--- config.mk ---
export PLATFORM = sky130hd
export DESIGN_NAME = cs_eqser_inserter
export DESIGN_NICKNAME = d
export VERILOG_FILES = /design/src/rtl/cs_pkg.sv /design/src/rtl/cs_phase.sv /design/src/rtl/cs_shape.sv /design/src/rtl/cs_window.sv /design/src/rtl/cs_eqser_inserter.sv
export SDC_FILE = /design/constraint.sdc
export NUM_CORES = 1
export LEC_CHECK = 0
export BUFFER_PORTS_ARGS = -buffer_cell sky130_fd_sc_hd__buf_2
export CAP_MARGIN = 30
export CORE_UTILIZATION = 44
export CTS_BUF_LIST = sky130_fd_sc_hd__clkbuf_2
export CTS_CLUSTER_DIAMETER = 50
export DETAILED_ROUTE_END_ITERATION = 7
export GPL_TIMING_DRIVEN = 0
export HOLD_SLACK_MARGIN = 0.02
export PLACE_DENSITY = 0.76
export SYNTH_ARGS = -nofsm -noshare
export SYNTH_HDL_FRONTEND = slang
export SYNTH_SLANG_ARGS = --single-unit
--- constraint.sdc ---
create_clock -name clk -period 0.8 [get_ports clk]
set_clock_uncertainty 0.2 [all_clocks]
set_input_delay 0.08 -clock clk [delete_from_list [all_inputs] [get_ports clk]]
set_output_delay 0.08 -clock clk [all_outputs]
set_load 0.02 [all_outputs]
--- src/rtl/cs_pkg.sv ---
package cs_pkg;

  typedef enum logic [1:0] {
    MODE_IL_DBL = 2'b00,
    MODE_NI_DBL = 2'b01,
    MODE_BAD    = 2'b10,
    MODE_NI_SGL = 2'b11
  } rate_mode_e;

  // Double-rate for every code except single-rate; the illegal code folds into double
  function automatic logic is_double(input logic [1:0] code);
    return code != MODE_NI_SGL;
  endfunction

  function automatic logic is_interlaced(input logic [1:0] code);
    return code == MODE_IL_DBL;
  endfunction

endpackage

--- src/rtl/cs_phase.sv ---
module cs_phase #(
  parameter int CW = 12
) (
  input  logic [CW-1:0] hcount,
  input  logic [CW-1:0] line_len,
  input  logic          dbl,
  output logic [CW-1:0] half,
  output logic [CW-1:0] phase
);

  function automatic logic [CW-1:0] fold(input logic [CW-1:0] pos,
                                         input logic [CW-1:0] mid,
                                         input logic          en);
    if (en && (pos > mid)) return pos - mid;
    return pos;
  endfunction

  assign half  = line_len >> 1;
  assign phase = fold(hcount, half, dbl);

endmodule

--- src/rtl/cs_shape.sv ---
module cs_shape #(
  parameter int CW = 12
) (
  input  logic [CW-1:0] phase,
  input  logic [CW-1:0] front_porch,
  input  logic [CW-1:0] eq_end,
  input  logic [CW-1:0] ser_end,
  output logic          eq_on,
  output logic          ser_on
);

  function automatic logic in_span(input logic [CW-1:0] p,
                                   input logic [CW-1:0] lo,
                                   input logic [CW-1:0] hi);
    return (p >= lo) && (p < hi);
  endfunction

  // Narrow pulse opens at the front porch
  assign eq_on  = in_span(phase, front_porch, eq_end);
  // Wide pulse runs from ser_end across the half-line boundary to the front porch
  assign ser_on = (phase >= ser_end) || (phase < front_porch);

endmodule

--- src/rtl/cs_window.sv ---
module cs_window #(
  parameter int CW = 12
) (
  input  logic [CW-1:0] vcount,
  input  logic [CW-1:0] win_start,
  input  logic [CW-1:0] win_end,
  input  logic          comp_en,
  input  logic          eqser_off,
  output logic          in_win,
  output logic          ins_active
);

  assign in_win     = (vcount >= win_start) && (vcount < win_end);
  assign ins_active = in_win && comp_en && !eqser_off;

endmodule

--- src/rtl/cs_eqser_inserter.sv ---
module cs_eqser_inserter
  import cs_pkg::*;
#(
  parameter int CW = 12
) (
  input  logic          clk,
  input  logic          rst_n,
  input  logic [CW-1:0] hcount,
  input  logic [CW-1:0] vcount,
  input  logic          h_sync,
  input  logic          v_sync,
  input  logic          h_blank,
  input  logic          v_blank,
  input  logic [1:0]    rate_mode,
  input  logic          eqser_off,
  input  logic          comp_en,
  input  logic [CW-1:0] line_len,
  input  logic [CW-1:0] front_porch,
  input  logic [CW-1:0] eq_end,
  input  logic [CW-1:0] ser_end,
  input  logic [CW-1:0] win_start,
  input  logic [CW-1:0] win_end,
  output logic          csync,
  output logic          cblank
);

  // Named internal events, visible to the bound checker
  logic          dbl;
  logic          interlaced;
  logic [CW-1:0] half;
  logic [CW-1:0] phase;
  logic          eq_on;
  logic          ser_on;
  logic          in_win;
  logic          ins_active;
  logic          plain_sync;
  logic          shaped_sync;
  logic          sync_nxt;
  logic          blank_nxt;

  assign dbl        = is_double(rate_mode);
  // Interlaced scan needs no field qualification here: both fields get pulses
  assign interlaced = is_interlaced(rate_mode);

  cs_phase #(.CW(CW)) u_phase (
    .hcount   (hcount),
    .line_len (line_len),
    .dbl      (dbl),
    .half     (half),
    .phase    (phase)
  );

  cs_shape #(.CW(CW)) u_shape (
    .phase       (phase),
    .front_porch (front_porch),
    .eq_end      (eq_end),
    .ser_end     (ser_end),
    .eq_on       (eq_on),
    .ser_on      (ser_on)
  );

  cs_window #(.CW(CW)) u_win (
    .vcount     (vcount),
    .win_start  (win_start),
    .win_end    (win_end),
    .comp_en    (comp_en),
    .eqser_off  (eqser_off),
    .in_win     (in_win),
    .ins_active (ins_active)
  );

  assign plain_sync  = h_sync | v_sync;
  assign shaped_sync = v_sync ? ser_on : eq_on;
  assign sync_nxt    = ins_active ? shaped_sync : plain_sync;
  assign blank_nxt   = h_blank | v_blank;

  always_ff @(posedge clk or negedge rst_n) begin
    if (!rst_n) begin
      csync  <= 1'b0;
      cblank <= 1'b0;
    end else begin
      csync  <= sync_nxt;
      cblank <= blank_nxt;
    end
  end

endmodule

==> results.json <==
{
  "finalWorstSetupSlack_ps": -2830,
  "nNetsFinal": 605,
  "layout-drive-gt1-share": 0.389,
  "drc": 0,
  "hold_path_class": "in -> reg",
  "wire_per_inst_um": 12.5,
  "holdWs_ps": -111,
  "post_synth_inst_count": 301,
  "synth.distinct_cells": 45,
  "worstPathCellList": "buf_12 -> inv_12 -> ha_4 -> inv_2 -> fa_2 -> a21o_1 -> a21o_1 -> a211o_1 -> o211ai_4 -> buf_6 -> mux2_4 -> ha_1 -> a21o_1 -> a31oi_4 -> o21ai_2 -> a41oi_2 -> o211ai_1 -> a221oi_2 -> a21oi_1",
  "fmax_ghz": 0.275,
  "maxSlewViolCount": 0,
  "synth_most_common_cell": "inv_1",
  "leakagePower_nw": 1.92,
  "die-area_um2": 5240,
  "fin_crit_ps": 3630,
  "ys_top_cells_by_count": "73 x inv_1, 69 x ha_1, 22 x a21oi_1, 22 x o21ai_0, 18 x nand2_1",
  "dpl.hpwl_mm": 4.98,
  "hold_end": "cblank$_DFF_PN0_",
  "io_pins": 108,
  "violations": "hold timing, setup timing",
  "grt_pass1_wl_mm": 10.2,
  "first_pass_iters": 4,
  "core_um2": 4750,
  "rsz0062_at_grt": "yes",
  "cp-startpoint": "hcount[0]",
  "finalHoldViolations": 2,
  "grt_overflow": 0,
  "yosys.area.top_type": "ha_1",
  "place.port_buffers": 106,
  "synth_area_leaders": "ha_1 40%, inv_1 13%, a21oi_1 5.0%",
  "timing.final.crit_share": 4.54,
  "worst_path_largest_cell_delay_ps": 340,
  "wl_mm": 6.20,
  "p_per_area_nw_per_um2": 903,
  "vias": 2527,
  "yosysSeqAreaShare": 0.0229,
  "crit_slowest_cell": "o211ai_4",
  "synth_nets": 477,
  "path_class": "in -> reg",
  "crit_required_ps": 660,
  "vdd_drop_max_mv": 0.356,
  "syn_area_per_cell_um2": 7.25,
  "drt_iter0_drc": 93,
  "cts_max_level": 1,
  "syn_area_um2": 2180,
  "cts_tree": "done",
  "maxCapViolCount": 0,
  "grt_max_degree": 8,
  "clkTransAtPathRegs_ps": 30,
  "status": "finished, violations left",
  "vias_per_cell": 5.12,
  "setup_tns_ps": -3140,
  "synth-edff-count": 0,
  "grt_pass1_vias": 2507,
  "die_w_um": 72.4,
  "postCtsHoldBufs": 1,
  "dp_worst_setup_slack_ps": -3320,
  "clock-sinks": 2,
  "cp_max_fo": 7,
  "gp_routability_congestion": 0.885,
  "start_util": 0.459,
  "rows": 25,
  "die_h_um": 72.4,
  "synth_seq_cells": 2,
  "area_delta_synth_final_pct": 49.3,
  "num_antenna_cells": 0,
  "min-delay-start": "h_blank",
  "yosysWarnings": 0,
  "ant_nets": 0,
  "critPathCaptureType": "flip-flop",
  "grt_usage": 0.240,
  "layout.cells.non_filler": 494,
  "worst_ep_arrival_time_ps": 3490,
  "root_buffer": "clkbuf_2",
  "ys.flop_type": "dfrtp_1",
  "synth_top_area_frac": 0.396,
  "place_inst": 474,
  "synthArstFlopShare": 1.00,
  "fillers": 425,
  "start_kind": "input pin",
  "cpMostUsedCell": "a21o_1",
  "min_path_cells": 2,
  "worst_pin_slew_ps": 587,
  "setup_violations": 3,
  "clock_path_buffers": 2,
  "cts_made_buffers": 3,
  "maxSlewHeadroom": 0.598,
  "antenna_found_initial": 0
}
critical path: cells and delay by family:
family,cells,cell delay [ps]
AOI/OAI and AO/OA,11,2080
adders and majority gates,3,650
buffers and inverters,4,330
muxes,1,320
layer usage:
layer,wire [um],global-route usage,vias to the layer above,part of all wire
met5,0,0,-,0
met4,138,0.0806,0,0.022
met3,301,0.0208,14,0.049
met2,3050,0.447,89,0.49
met1,2710,0.286,1108,0.44
li1,-,-,1316,-
metrics by stage:
step | cell area (um2) | total power [mW] | util
floorplan | 2300 | 1.65 | -
global placement | 2920 | 2.23 | 0.614
detailed placement | 2920 | 2.28 | 0.614
CTS | 3240 | 2.88 | 0.682
global route | 3260 | 3.29 | 0.685
finish | 3260 | 2.94 | 0.685
report_power, final:
part	switching, mW	internal [mW]	total, mW	leakage [nW]
registers	0.00293	0.109	0.112	0.0206
logic	1.34	1.34	2.67	1.89
clock network	0.0549	0.0999	0.155	0.0125
registers in the layout, summed over array words and instances (netlist names):
signal  flops
cblank      1
csync       1
layout make-up:
class / count / area (um2) / share of cell area
tap: 67 / 83.8 / 0.0257
timing repair buffer: 123 / 714 / 0.219
inverter: 73 / 287 / 0.0880
multi-input combinational: 224 / 2080 / 0.639
buffer: 2 / 26.3 / 0.00807
sequential: 2 / 50.0 / 0.0154
clock buffer: 3 / 15.0 / 0.00461
layout by cell type (no fill, tap or decap), types with 2 or more instances in the layout:
master	instances
ha_1	61
o21ai_2	6
xnor2_1	6
nand2b_1	3
a221oi_2	2
clkbuf_2	3
o21ai_0	7
a211o_1	3
xor2_1	2
ha_4	7
buf_2	103
o31ai_1	3
o211ai_1	6
a21o_2	2
buf_12	2
or3_1	2
buf_6	5
or2_2	2
dfrtp_1	2
o21ai_1	6
nor2_1	10
and3_1	4
inv_1	71
a21o_1	11
and4_1	2
o2111ai_1	2
o21ai_4	4
a21oi_1	20
o21a_1	3
a211oi_2	2
nand2_1	18
buf_4	12
a21oi_2	2
nand4_1	4
nor2b_1	2
cell families after synthesis:
| kind of cell | synth area share |
|---|---|
| and+or+nand+nor | 0.126 |
| AOI/OAI and AO/OA | 0.279 |
| buffers and inverters | 0.130 |
| muxes | 0.00516 |
| xor gates and xnor gates | 0.0321 |
| DFF | 0.0229 |
| adders and majority gates | 0.405 |
worst max-delay path by stage:
stage | to | slack (ps) | cells after the start
2_1_floorplan | csync$_DFF_PN0_ | -2700 | 18
3_3_place_gp | csync$_DFF_PN0_ | -3340 | 18
3_5_place_dp | csync$_DFF_PN0_ | -3320 | 18
4_1_cts | csync$_DFF_PN0_ | -2780 | 19
5_1_grt | csync$_DFF_PN0_ | -2950 | 19
6_report | csync$_DFF_PN0_ | -2830 | 19
timing repair:
item / 4_1_cts / 5_1_grt
resized for setup: 37 / 2
endpoints found under the setup margin: 3 / 3
gates cloned: 2 / 0
hold endpoints to repair: 4 / 4
pin swaps: 32 / 5
setup buffers: 13 / 1
No activity file was read; power rests on OpenSTA's default activity.
